[src/rtl/modfib_pkg.sv]
package modfib_pkg;
  localparam int DATA_W   = 16;
  localparam int WORD_W   = 18;
  localparam int FLAG_POS = 8;
  localparam int MODULUS  = 254225;
  localparam int REG_W    = WORD_W + 1;
  localparam int CORR     = (1 << WORD_W) - MODULUS;

  typedef enum logic {PH_ACC = 1'b0, PH_FIX = 1'b1} phase_e;
endpackage

[src/rtl/modfib_pack.sv]
module modfib_pack #(
  parameter int DATA_W   = modfib_pkg::DATA_W,
  parameter int WORD_W   = modfib_pkg::WORD_W,
  parameter int FLAG_POS = modfib_pkg::FLAG_POS
) (
  input  logic [DATA_W-1:0] data,
  input  logic              flag,
  output logic [WORD_W-1:0] word
);
  // Data bits fill the word around the flag; bits above the payload stay 0.
  for (genvar i = 0; i < WORD_W; i++) begin : g_bit
    if (i < FLAG_POS) begin : g_lo
      assign word[i] = data[i];
    end else if (i == FLAG_POS) begin : g_flag
      assign word[i] = flag;
    end else if (i <= DATA_W) begin : g_hi
      assign word[i] = data[i-1];
    end else begin : g_zero
      assign word[i] = 1'b0;
    end
  end
endmodule

[src/rtl/modfib_lane.sv]
module modfib_lane #(
  parameter int WORD_W = modfib_pkg::WORD_W,
  parameter int CORR   = modfib_pkg::CORR
) (
  input  logic              clk,
  input  logic              rst,
  input  logic              step_acc,
  input  logic              step_fix,
  input  logic [WORD_W-1:0] op_a,
  input  logic [WORD_W-1:0] op_b,
  output logic [WORD_W:0]   q
);
  localparam int REG_W = WORD_W + 1;
  localparam logic [REG_W-1:0] CORR_V = REG_W'(CORR);

  logic [REG_W-1:0] acc_sum;
  logic [REG_W-1:0] fix_sum;

  // Accumulate: two operands plus the carry kept in the top bit.
  always_comb acc_sum = {1'b0, op_a} + {1'b0, op_b} + {{WORD_W{1'b0}}, q[WORD_W]};
  // Fix: trial add of the correction constant to the whole register.
  always_comb fix_sum = q + CORR_V;

  always_ff @(posedge clk) begin
    if (rst) begin
      q <= '0;
    end else if (step_acc) begin
      q <= acc_sum;
    end else if (step_fix) begin
      q[WORD_W] <= fix_sum[WORD_W];
      if (fix_sum[WORD_W]) q[WORD_W-1:0] <= fix_sum[WORD_W-1:0];
    end
  end
endmodule

[src/rtl/modfib_seq.sv]
module modfib_seq (
  input  logic clk,
  input  logic rst,
  input  logic in_valid,
  input  logic out_ready,
  output logic in_ready,
  output logic out_valid,
  output logic step_acc,
  output logic step_fix
);
  import modfib_pkg::*;

  phase_e phase_q;
  logic   pend_q;

  always_comb begin
    in_ready  = (phase_q == PH_ACC) && (!pend_q || out_ready);
    out_valid = pend_q;
    step_acc  = in_valid && in_ready;
    step_fix  = (phase_q == PH_FIX);
  end

  always_ff @(posedge clk) begin
    if (rst) begin
      phase_q <= PH_ACC;
      pend_q  <= 1'b0;
    end else begin
      unique case (phase_q)
        PH_ACC: begin
          if (step_acc) begin
            phase_q <= PH_FIX;
            pend_q  <= 1'b0;
          end else if (pend_q && out_ready) begin
            pend_q <= 1'b0;
          end
        end
        PH_FIX: begin
          phase_q <= PH_ACC;
          pend_q  <= 1'b1;
        end
        default: phase_q <= PH_ACC;
      endcase
    end
  end
endmodule

[src/rtl/modfib_scrambler.sv]
module modfib_scrambler #(
  parameter int DATA_W   = modfib_pkg::DATA_W,
  parameter int WORD_W   = modfib_pkg::WORD_W,
  parameter int FLAG_POS = modfib_pkg::FLAG_POS,
  parameter int MODULUS  = modfib_pkg::MODULUS
) (
  input  logic              clk,
  input  logic              rst,
  input  logic              in_valid,
  output logic              in_ready,
  input  logic [DATA_W-1:0] in_data,
  input  logic              in_cd,
  output logic              out_valid,
  input  logic              out_ready,
  output logic [WORD_W-1:0] out_word
);
  localparam int CORR = (1 << WORD_W) - MODULUS;

  logic [WORD_W-1:0] msg;
  logic [WORD_W:0]   x_q;
  logic [WORD_W:0]   y_q;
  logic              step_acc;
  logic              step_fix;

  modfib_pack #(.DATA_W(DATA_W), .WORD_W(WORD_W), .FLAG_POS(FLAG_POS)) u_pack (
    .data(in_data), .flag(in_cd), .word(msg)
  );

  modfib_seq u_seq (
    .clk(clk), .rst(rst), .in_valid(in_valid), .out_ready(out_ready),
    .in_ready(in_ready), .out_valid(out_valid),
    .step_acc(step_acc), .step_fix(step_fix)
  );

  // X folds in the payload; Y folds in X. Both read the old register values.
  modfib_lane #(.WORD_W(WORD_W), .CORR(CORR)) u_lane_x (
    .clk(clk), .rst(rst), .step_acc(step_acc), .step_fix(step_fix),
    .op_a(msg), .op_b(y_q[WORD_W-1:0]), .q(x_q)
  );

  modfib_lane #(.WORD_W(WORD_W), .CORR(CORR)) u_lane_y (
    .clk(clk), .rst(rst), .step_acc(step_acc), .step_fix(step_fix),
    .op_a(x_q[WORD_W-1:0]), .op_b(y_q[WORD_W-1:0]), .q(y_q)
  );

  assign out_word = x_q[WORD_W-1:0];
endmodule

[config.mk]
export PLATFORM = sky130hd
export DESIGN_NAME = modfib_scrambler
export DESIGN_NICKNAME = d
export VERILOG_FILES = /design/src/rtl/modfib_pkg.sv /design/src/rtl/modfib_pack.sv /design/src/rtl/modfib_lane.sv /design/src/rtl/modfib_seq.sv /design/src/rtl/modfib_scrambler.sv
export SDC_FILE = /design/constraint.sdc
export NUM_CORES = 1
export LEC_CHECK = 0
export BUFFER_PORTS_ARGS = -buffer_cell sky130_fd_sc_hd__buf_2
export CAP_MARGIN = 0
export CORE_MARGIN = 5
export CORE_UTILIZATION = 35
export CTS_CLUSTER_SIZE = 40
export DETAILED_ROUTE_END_ITERATION = 7
export PLACE_DENSITY_LB_ADDON = 0.1
export SYNTH_ARGS = -nofsm -noshare
export SYNTH_HDL_FRONTEND = slang
export SYNTH_SLANG_ARGS = --single-unit
[constraint.sdc]
create_clock -name clk -period 8.41 [get_ports clk]
set_input_delay 1.682 -clock clk [delete_from_list [all_inputs] [get_ports clk]]
set_output_delay 1.682 -clock clk [all_outputs]
set_load 0.05 [all_outputs]
# [Word-level counts from Yosys, hierarchy flattened]
# Index checks and enable logic that the tools add are counted.
[classes] addsub=6 order_cmp=0 bitwise_logic=1 mux=11 shifts=0 div_mod_pow=0 mul=0 reduce_logical=10 eq_ne=1
[ops] operator="two-way mux 19 bit" n=4
[ops] operator="adder 19 x 1 -> 19 bit" n=2
[ops] operator="adder 19 x 13 -> 19 bit (second input constant)" n=2
[ops] operator="two-way mux 18 bit" n=2
[ops] operator="adder 17 x 18 -> 19 bit" n=1
[ops] operator="adder 18 x 18 -> 19 bit" n=1
[ops] operator="nonzero test 2 bit" n=3
[ops] operator="case mux 1 bit (2 select lines)" n=2
[ops] operator="AND reduction 2 bit" n=2
[ops] operator="logical AND 1 bit" n=3
[ops] operator="two-way mux 1 bit" n=3
[ops] operator="inequality test 3 bit (second input constant)" n=1
[ops] operator="logical NOT 1 bit" n=1
[ops] operator="logical OR 1 bit" n=1
[ops] operator="NOT 1 bit" n=1
[word_totals] mem_count=0 latch_bits=0 rom_bits=0 wordCells=35 input_bits=21 mem_bits_rw=0 register_bits=40

# [Longest topological paths before layout]
# Gate-level depths: netlist of run 1.
[logic_depth] depth_word=6 depth_mapped=10 mapped_depth_nobuf=10

# [Modules after synthesis]
# Synthesis of run 1 repeated with hierarchy kept, for this count alone.
[unflattened] hier_cells=548 area_unflattened_um2=4455.5
[modules_own_cells] mod="modfib_lane (u_lane_y)" cells_each=253 area_each_um2=2133.3 instances=1
[modules_own_cells] mod="modfib_lane (u_lane_x)" cells_each=269 area_each_um2=2093.3 instances=1
[modules_own_cells] mod="modfib_pack" cells_each=19 area_each_um2=138.9 instances=1
[modules_own_cells] mod="modfib_seq" cells_each=7 area_each_um2=90.1 instances=1

# [Worst setup path after synthesis of run 1]
# Ideal clock, no wire load.
[synth_path] kind="input-to-output" startpoint="input out_ready" endpoint="output in_ready" slack_ns=4.152 stages=2 required_ns=6.728 n_path_buf=0 arrival_time_ns=2.576 path_cell_list="inv_1 -> a21oi_1"
[synth_between] elab_chain_cells=2
[synth_lines] element="start, declared" line="modfib_scrambler.sv:14" source="input logic out_ready,"
[synth_lines] element="logical OR 1 bit" line="modfib_seq.sv:17" source="in_ready = (phase_q == PH_ACC) && (!pend_q || out_ready);"
[synth_lines] element="logical AND 1 bit" line="modfib_seq.sv:17"
[synth_lines] element="end, declared" line="modfib_scrambler.sv:10" source="output logic in_ready,"
# Every way passes these cells.

# [Worst setup path in the final report of run 1]
[layout_path] startpoint="input in_data[0]" endpoint="register u_lane_x.q[16]"
[layout_between] elab_chain_cells=3
[layout_lines] element="start, declared" line="modfib_scrambler.sv:11" source="input logic [DATA_W-1:0] in_data,"
[layout_lines] element="adder 17 x 18 -> 19 bit" line="modfib_lane.sv:20" source="always_comb acc_sum = {1'b0, op_a} + {1'b0, op_b} + {{WORD_W{1'b0}}, q[WORD_W]};"
[layout_lines] element="adder 19 x 1 -> 19 bit" line="modfib_lane.sv:20"
[layout_lines] element="two-way mux 19 bit" line="modfib_lane.sv:27" source="end else if (step_acc) begin"
[layout_lines] element="end signal, assigned" line="modfib_lane.sv:28" source="q <= acc_sum;"
[layout_lines] element="end signal, assigned by index" line="modfib_lane.sv:30" source="q[WORD_W] <= fix_sum[WORD_W];"
[layout_lines] element="end signal, assigned by index" line="modfib_lane.sv:31" source="if (fix_sum[WORD_W]) q[WORD_W-1:0] <= fix_sum[WORD_W-1:0];"
[layout_lines] element="end, declared" line="modfib_lane.sv:11" source="output logic [WORD_W:0] q"
# Every way passes these cells.
# A chain may end at the register's enable or synchronous reset.

==> results of run 1 <==
flip-flops by register name, indices dropped and copies added (netlist names):
register and count:
u_lane_x.q 19, u_seq.out_valid 1, u_seq.step_fix 1, u_lane_y.q 19
tightest hold or removal path, stage by stage (launching register included):
cell and delay [ps]:
dfxtp_1 320, a21oi_1 110, nor2_1 90
placed cells by master, fill, tap and decap left out, types with 10 or more instances in the layout:
master and count:
nand2_1 43, buf_2 40, dfxtp_1 40, a21oi_1 36, ha_1 35, nor2_1 32
xor2_1 31, o21ai_0 23, xnor2_1 21, nand3_1 17, a211oi_1 17, inv_1 15
o22ai_1 13, nand2b_1 10, a21o_1 10
worst max path at each step:
stage | start | cells after the start | endpoint | slack (ps)
detailed placement | in_data[0] | 11 | u_lane_x.q[16]$_SDFFE_PP0P_ | 3790
CTS | in_data[0] | 11 | u_lane_x.q[16]$_SDFFE_PP0P_ | 4070
global route | in_data[0] | 11 | u_lane_x.q[16]$_SDFFE_PP0P_ | 3810
finish | in_data[0] | 11 | u_lane_x.q[16]$_SDFFE_PP0P_ | 4090
floorplan | out_ready | 2 | in_ready | 4150
global placement | in_data[0] | 11 | u_lane_x.q[16]$_SDFFE_PP0P_ | 3860
cell type report:
type,count,share of cell area (%)
Clock inverter,3,0.993
Sequential cell,40,18.7
Multi-Input combinational cell,406,66.9
Timing Repair Buffer,42,5.02
Inverter,16,1.40
Clock buffer,5,2.92
Tap cell,140,4.09
cells by family after synthesis:
group	share of synthesized area [%]
DFF	20.4
muxes	0.860
xor gates and xnor gates	11.6
adders and majority gates	13.2
AOI/OAI and AO/OA	28.6
and+or+nand+nor	18.7
buffers and inverters	6.63
routing by layer:
metal  vias to the layer above  track usage [%]
li1                       1876                -
met1                      1702             28.8
met2                       101             28.5
met3                         8             1.78
met4                         0             3.87
met5                         -                0
through the flow:
step | instance area, µm² | total power (µW) | utilization [%] | worst slack, ps | cells
2_1_floorplan | 3930 | 511 | - | 4150 | 495
3_3_place_gp | 4120 | 585 | 37.7 | 3860 | 644
3_5_place_dp | 4120 | 585 | 37.7 | 3790 | 644
4_1_cts | 4290 | 812 | 39.2 | 4070 | 652
5_1_grt | 4290 | 860 | 39.2 | 3810 | 652
6_report | 4290 | 809 | 39.2 | 4090 | 652
power by group:
group	leakage [µW]	switching [µW]	internal, µW
Clock	0.0000798	84.5	140
Combinational	0.00138	207	123
Sequential	0.000330	43.3	212
==> flow_summary.yaml, run 1 <==
floorplanning:
  core_area_um2: 10900
  die_area_um2: 13400
  die_h_um: 116
  io-pin-count: 41
  fp-row-count: 38
  die_x_um: 116
  start_util_pct: 35.9
synth:
  yosysTopAreaCellShare_pct: 20.4
  synth-seq-area-share_pct: 20.4
  syn-mean-instance-area_um2: 7.93
  synth_edf_count: 0
  syn_inst: 495
  synth_cell_type_count: 62
  ys.flop_type: "dfxtp_1"
  synth_async_sr_flop_share_pct: 0
  yosysWarnings: 0
  synthTopCellsByArea: "dfxtp_1 (20%), ha_1 (11%), xor2_1 (6.9%)"
  synth_area_leader_cell: "dfxtp_1"
  yosysMostFrequentCell: "nand2_1"
  yosys-top-cells-count: "nand2_1 (43), dfxtp_1 (40), a21oi_1 (36)"
  synth-seq-cells: 40
  synth_nets: 555
  syn_area_um2: 3930
worst_setup_path:
  crit_arrival_ps: 4490
  slowest_delay_ps: 450
  critPathBufInv: 2
  r2r-end: "u_lane_y.q[11]$_SDFFE_PP0P_"
  path_delay_family: "compound AO/OA/AOI/OAI gates"
  cp-end-kind: "register"
  critical_path.slowest_cell: "fa_1"
  regToRegSetupSlack_ps: 4720
  r2r_start: "u_lane_y.q[1]$_SDFFE_PP0P_"
  reg2reg_depth: 9
  worstPathRequired_ps: 8580
  crit_chain: "buf_2 > inv_1 > fa_1 > fa_1 > nand2b_1 > a21oi_1 > o21ai_0 > o31a_1 > o21ai_0 > xnor2_1 > a2111oi_0"
  crit_type: "in -> reg"
  startpoint_type: "input pin"
  crit_fanout: 4
placed_design:
  place.gp.congestion: 0.861
  portBuffers: 40
  hpwl_mm: 9.50
finish:
  num-nets-final: 571
  drive_above_1_share_pct: 12.1
  nFillCells: 1174
  multi_input_area_um2: 2870
  synthToLayoutAreaGrowth_pct: 9.11
  antenna_cells: 0
  seq_area_um2: 801
timing:
  slew_headroom_pct: 24.8
  post-route-period-util_pct: 51.3
  hold_violations: 0
  setup_viol: 0
  hold-worst-slack_ps: 561
  rsz0062_at_grt: "false"
  max_freq_mhz: 232
  slew_violations: 0
  clock_skew_ps: 6.75
  worst-slew-pin-transition_ps: 1120
  finalCriticalPeriod_ps: 4320
  fin_setup_tns_ps: 0
drt:
  routed_wl_mm: 12.3
  drc: 0
  via_count: 3687
  drt-initial-drc-count: 320
  topRoutingLayerUsed: "met4"
  dr_wl_met2_mm: 5.14
  post_drt_wl_per_cell_um: 18.9
  vias_per_cell: 5.65
  ant_nets: 0
  wl_met1_mm: 6.31
  met3_length_um: 735
  firstDrtPassIters: 4
clocking:
  numCtsBuffers: 5
  cts.repair.resized: 0
  clkSlewWorstSetupHoldPaths_ps: 60
  root_buffer: "clkbuf_16"
  clock_latency_ps: 290
  cts_hold_buf: 0
  cts_tree: "done"
  cts.sink_count: 40
  cts_max_level: 2
  clock_path_buffers: 2
  post_cts_buffers: 0
global_route:
  grt-ovfl-total: 0
  antenna_found_initial: 0
  track_usage_pct: 18.8
  grt_pass1_wl_mm: 19.6
  first_global_vias: 3520
  grt_max_degree: 27
power_and_ir_drop:
  power.density_nw_per_um2: 189
  leakage_uw: 0.00179
  ir_drop_mv: 0.0953
min_path:
  hold_path_end: "u_seq.out_valid$_SDFFE_PP0P_"
  hp-class: "reg -> reg"
  whs_path_depth: 2
  min-delay-start: "u_seq.out_valid$_SDFFE_PP0P_"
flow_run:
  drv_cap: 0
status:
  status: "completed"
(Power assumes the default switching activity.)
==> inputs of run 2 (changes only) <==
==> constraint.sdc (replaced) <==
create_clock -name clk -period 4.1 [get_ports clk]
set_input_delay 0.82 -clock clk [delete_from_list [all_inputs] [get_ports clk]]
set_output_delay 0.82 -clock clk [all_outputs]
set_load 0.05 [all_outputs]
==> run 2 against run 1 <==
Effect of this change: final area about the same; setup slack got worse by 3400 ps; critical endpoint unchanged; flip-flop and latch count did not move; sequential power increased by 110%; sequential share of layout area hardly changed; routed wire length grew 0.53%; die area stayed put; non-clock buffer count up 3.
==> flow_summary.yaml, run 2 (same netlist as run 1, synthesis figures left out) <==
status:
  status: "completed"
clocking:
  cts_hold_buf: 0
  clkSlewWorstSetupHoldPaths_ps: 60
  cts_max_level: 2
  cts.repair.resized: 0
  post_cts_buffers: 0
  cts.sink_count: 40
  numCtsBuffers: 5
  cts_tree: "done"
  clock_path_buffers: 2
  clock_latency_ps: 280
  root_buffer: "clkbuf_16"
finish:
  mostFrequentLayoutCell: "nand2_1"
  final_cell_mix: "nand2_1 (43), buf_2 (40), dfxtp_1 (40)"
  stdcell_area_um2: 4290
  drive_above_1_share_pct: 12.6
  synthToLayoutAreaGrowth_pct: 9.21
  top_regs: "u_lane_x.q (19), u_lane_y.q (19)"
  num-nets-final: 574
  antenna_cells: 0
timing:
  fin_setup_tns_ps: 0
  post-route-period-util_pct: 84.2
  max_freq_mhz: 290
  worst-slew-pin-transition_ps: 845
  hold-worst-slack_ps: 552
  clock_skew_ps: 7.08
  hold_violations: 0
  slew_violations: 0
  rsz0062_at_grt: "false"
  setup_viol: 0
  slew_headroom_pct: 42.9
  finalCriticalPeriod_ps: 3450
floorplanning:
  die_area_um2: 13400
  fp-row-count: 38
  die_x_um: 116
  io-pin-count: 41
  die_h_um: 116
  start_util_pct: 35.9
  core_area_um2: 10900
global_route:
  gr-max-usage-layer: "met1"
  grt_pass1_wl_mm: 19.8
  antenna_found_initial: 0
  grt-ovfl-total: 0
  met1_usage_pct: 28.3
  grt_util_met3_pct: 3.08
  first_global_vias: 3600
  track_usage_pct: 18.8
  grt_max_degree: 27
  grtUsageMet2_pct: 27.6
drt:
  firstDrtPassIters: 4
  post_drt_wl_per_cell_um: 18.9
  drt-initial-drc-count: 250
  routed_wl_mm: 12.4
  vias_per_cell: 5.63
  ant_nets: 0
  drc: 0
  via_count: 3685
power_and_ir_drop:
  clkPwrFrac_pct: 25.2
  leakage_uw: 0.00180
  netSwitchingFraction_pct: 42.3
  pwr-share-seq_pct: 32.5
  power.density_nw_per_um2: 376
  ir_drop_mv: 0.164
  power.switching_uw: 682
  comb_power_share_pct: 42.3
  intPower_uw: 929
placed_design:
  hpwl_mm: 9.57
  dpl_cell_area_um2: 4140
  portBuffers: 40
  place.gp.congestion: 0.858
worst_setup_path:
  crit_fanout: 4
  crit_chain: "buf_2 > inv_1 > fa_1 > fa_1 > nand2b_1 > a21oi_1 > o21ai_0 > o31a_1 > o21ai_0 > xnor2_1 > a2111oi_0"
  startpoint_type: "input pin"
  crit_type: "in -> reg"
  slowest_delay_ps: 460
  critical_path.slowest_cell: "fa_1"
  cp-end-kind: "register"
  crit_arrival_ps: 3610
  worstPathRequired_ps: 4260
flow_run:
  drv_cap: 0
min_path:
  hp-class: "reg -> reg"
==> run 2: changes by cell type in the layout (fill, tap and decap cells not counted) <==
| cell | previous run | this run |
|---|---|---|
| bufinv_16 | 1 | 0 |
| buf_4 | 2 | 5 |
| clkinv_2 | 1 | 2 |
| clkbuf_8 | 0 | 1 |
| clkinvlp_4 | 1 | 0 |
==> run 2: cell type report <==
class                      instances  area (µm²)
clock inverter                     2        10.0
inverter                          16        60.1
fill                            1186        6650
tap                              140         175
multi-input combinational        406        2870
sequential                        40         801
clock buffer                       6         139
timing repair buffer              45         238
==> run 2: power by group through the flow <==
stage / clock, µW / sequential, µW / combinational (µW)
global route: 433 / 532 / 755
finish: 407 / 523 / 682
global placement: 0 / 533 / 671
detailed placement: 0 / 532 / 675
floorplan: 0 / 498 / 550
CTS: 422 / 523 / 680
==> run 2: through the flow <==
| stage | power, µW | instances | setup WS (ps) | utilization, % |
|---|---|---|---|---|
| after CTS | 1620 | 655 | 622 | 39.2 |
| after floorplan | 1050 | 495 | 847 | - |
| after global placement | 1200 | 647 | 469 | 37.9 |
| after detailed placement | 1210 | 647 | 333 | 37.9 |
| after global routing | 1720 | 655 | 339 | 39.2 |
| final | 1610 | 655 | 648 | 39.2 |
==> run 2: metal layers <==
layer	share of wire, %	routed length [µm]
met5	0	0
met4	1.5	185
met3	6.2	762
met2	42	5130
met1	51	6280
==> run 2: critical path: cells and delay by family <==
family / cells / cell delay, ps
compound gates: 5 / 1520
xor+xnor: 1 / 100
simple gates: 1 / 200
buf+inv: 2 / 120
fa+ha+maj: 2 / 850
==> run 2: path summary, 6_finish.rpt <==
path,start,end,slack [ps],cells past startpoint
max,in_data[0],u_lane_x.q[16]$_SDFFE_PP0P_,650,11
min,u_seq.out_valid$_SDFFE_PP0P_,u_seq.out_valid$_SDFFE_PP0P_,550,2
max reg2reg,u_lane_x.q[18]$_SDFFE_PP0P_,u_lane_x.q[16]$_SDFFE_PP0P_,670,10
min reg2reg,u_seq.out_valid$_SDFFE_PP0P_,u_seq.out_valid$_SDFFE_PP0P_,550,2
==> inputs of run 3 (changes only) <==
==> constraint.sdc (replaced) <==
create_clock -name clk -period 3.4 [get_ports clk]
set_input_delay 0.68 -clock clk [delete_from_list [all_inputs] [get_ports clk]]
set_output_delay 0.68 -clock clk [all_outputs]
set_load 0.05 [all_outputs]
==> run 3 against run 2 <==
Effect of this change: clock power up 48%; flip-flop and latch count unchanged; non-clock buffer count up 9; setup slack worse by 390 ps; register-to-register slack worse by 380 ps; critical path type unchanged; clock-buffer cell count up 1.
==> flow_summary.yaml, run 3 (same netlist as run 1, synthesis figures left out) <==
status:
  status: "completed"
worst_setup_path:
  crit_type: "in -> reg"
  crit_start: "in_data[0]"
  crit_arrival_ps: 3310
  critPathBufInv: 2
  crit_chain: "buf_2 > inv_1 > fa_1 > fa_1 > nand2b_1 > a21oi_1 > o21ai_0 > o31a_1 > o21ai_1 > xnor2_1 > a2111oi_0"
  r2r_start: "u_lane_x.q[18]$_SDFFE_PP0P_"
  slowest_delay_ps: 470
  crit_top_cell: "fa_1"
  cp-end-kind: "register"
  startpoint_type: "input pin"
  critical_path.slowest_cell: "fa_1"
  path_delay_family: "compound AO/OA/AOI/OAI gates"
  worstPathRequired_ps: 3570
  crit_fanout: 3
floorplanning:
  core_area_um2: 10900
  die_h_um: 116
  fp-row-count: 38
  die_x_um: 116
  io-pin-count: 41
  die_area_um2: 13400
  start_util_pct: 35.9
clocking:
  clock_latency_ps: 290
  root_buffer: "clkbuf_16"
  cts_max_level: 2
  cts_hold_buf: 0
  cts_tree: "done"
  cts.sink_count: 40
  cts.repair.resized: 0
  clkSlewWorstSetupHoldPaths_ps: 70
  post_cts_buffers: 0
  clock_path_buffers: 2
  numCtsBuffers: 5
timing:
  worst-slew-pin-transition_ps: 723
  finalCriticalPeriod_ps: 3140
  slew_violations: 0
  hold-worst-slack_ps: 550
  rsz0062_at_grt: "false"
  clock_skew_ps: 7.27
  slew_headroom_pct: 51.6
  post-route-period-util_pct: 92.5
  hold_violations: 0
  max_freq_mhz: 318
  setup_viol: 0
finish:
  top_regs: "u_lane_x.q (19), u_lane_y.q (19)"
  utilization_pct: 40.3
  drive_above_1_share_pct: 14.3
  antenna_cells: 0
  synthToLayoutAreaGrowth_pct: 12.1
  nFillCells: 1140
  final_cell_mix: "nand2_1 (43), buf_2 (40), dfxtp_1 (40)"
  mostFrequentLayoutCell: "nand2_1"
  num-nets-final: 583
global_route:
  grt_pass1_wl_mm: 20.6
  grt-ovfl-total: 0
  antenna_found_initial: 0
  track_usage_pct: 20.0
  grt_max_degree: 25
  first_global_vias: 3555
power_and_ir_drop:
  pwr-share-seq_pct: 30.0
  comb_power_share_pct: 41.3
  ir_drop_mv: 0.186
  leakage_uw: 0.00186
  clkPwrFrac_pct: 28.8
  power.density_nw_per_um2: 475
  intPower_uw: 1240
  power.switching_uw: 854
  netSwitchingFraction_pct: 40.8
placed_design:
  place.gp.congestion: 0.876
  hpwl_mm: 10.1
  portBuffers: 40
drt:
  post_drt_wl_per_cell_um: 19.7
  via_count: 3867
  routed_wl_mm: 13.1
  ant_nets: 0
  drt-initial-drc-count: 408
  firstDrtPassIters: 5
  vias_per_cell: 5.82
  drc: 0
flow_run:
  drv_cap: 0
min_path:
  hp-class: "reg -> reg"
  min-delay-start: "u_seq.out_valid$_SDFFE_PP0P_"
[run 3: path summary, 6_finish.rpt]
kind                                  end  slack (ps)  cells after the start
max           u_lane_x.q[16]$_SDFFE_PP0P_         260                     11
min reg2reg  u_seq.out_valid$_SDFFE_PP0P_         550                      2
min          u_seq.out_valid$_SDFFE_PP0P_         550                      2
max reg2reg   u_lane_x.q[16]$_SDFFE_PP0P_         290                     10
[run 3: metal layers]
| metal | up-vias | global-route usage [%] | share of wire, % |
|---|---|---|---|
| li1 | 1887 | - | - |
| met1 | 1827 | 31.4 | 51 |
| met2 | 142 | 28.1 | 41 |
| met3 | 11 | 2.61 | 6.6 |
| met4 | 0 | 5.34 | 1.6 |
| met5 | - | 0 | 0 |
[run 3: worst reg2reg max path, delay by kind of cell (launching register included)]
kind	cells	cell delay (ps)
buffers and inverters	1	100
AOI/OAI and AO/OA	5	1320
adders and majority gates	2	870
and+or+nand+nor	1	200
DFF	1	390
xor gates and xnor gates	1	90
[run 3: cell type report]
class                           instances  area [µm²]  share of cell area [%]
Sequential cell                        40         801                    18.2
Tap cell                              140         175                    3.98
Clock inverter                          1        30.0                   0.682
Clock buffer                            7         153                    3.47
Timing Repair Buffer                   54         318                    7.22
Inverter                               16        60.1                    1.36
Multi-Input combinational cell        406        2870                    65.1
[run 3: power groups by stage]
stage / clock [µW] / sequential (µW) / combinational [µW]
2_1_floorplan: 0 / 600 / 663
3_3_place_gp: 0 / 637 / 838
3_5_place_dp: 0 / 637 / 847
4_1_cts: 607 / 626 / 853
5_1_grt: 628 / 638 / 945
6_report: 601 / 627 / 862
[run 3: stage by stage]
step	setup slack, ps	setup TNS [ps]	std cells	power, µW	cell area (µm²)
floorplan	287	0	495	1260	3930
global placement	134	0	656	1480	4220
detailed placement	-126	-126	656	1480	4220
CTS	64.6	0	664	2090	4400
global route	71.2	0	664	2210	4400
finish	255	0	664	2090	4400
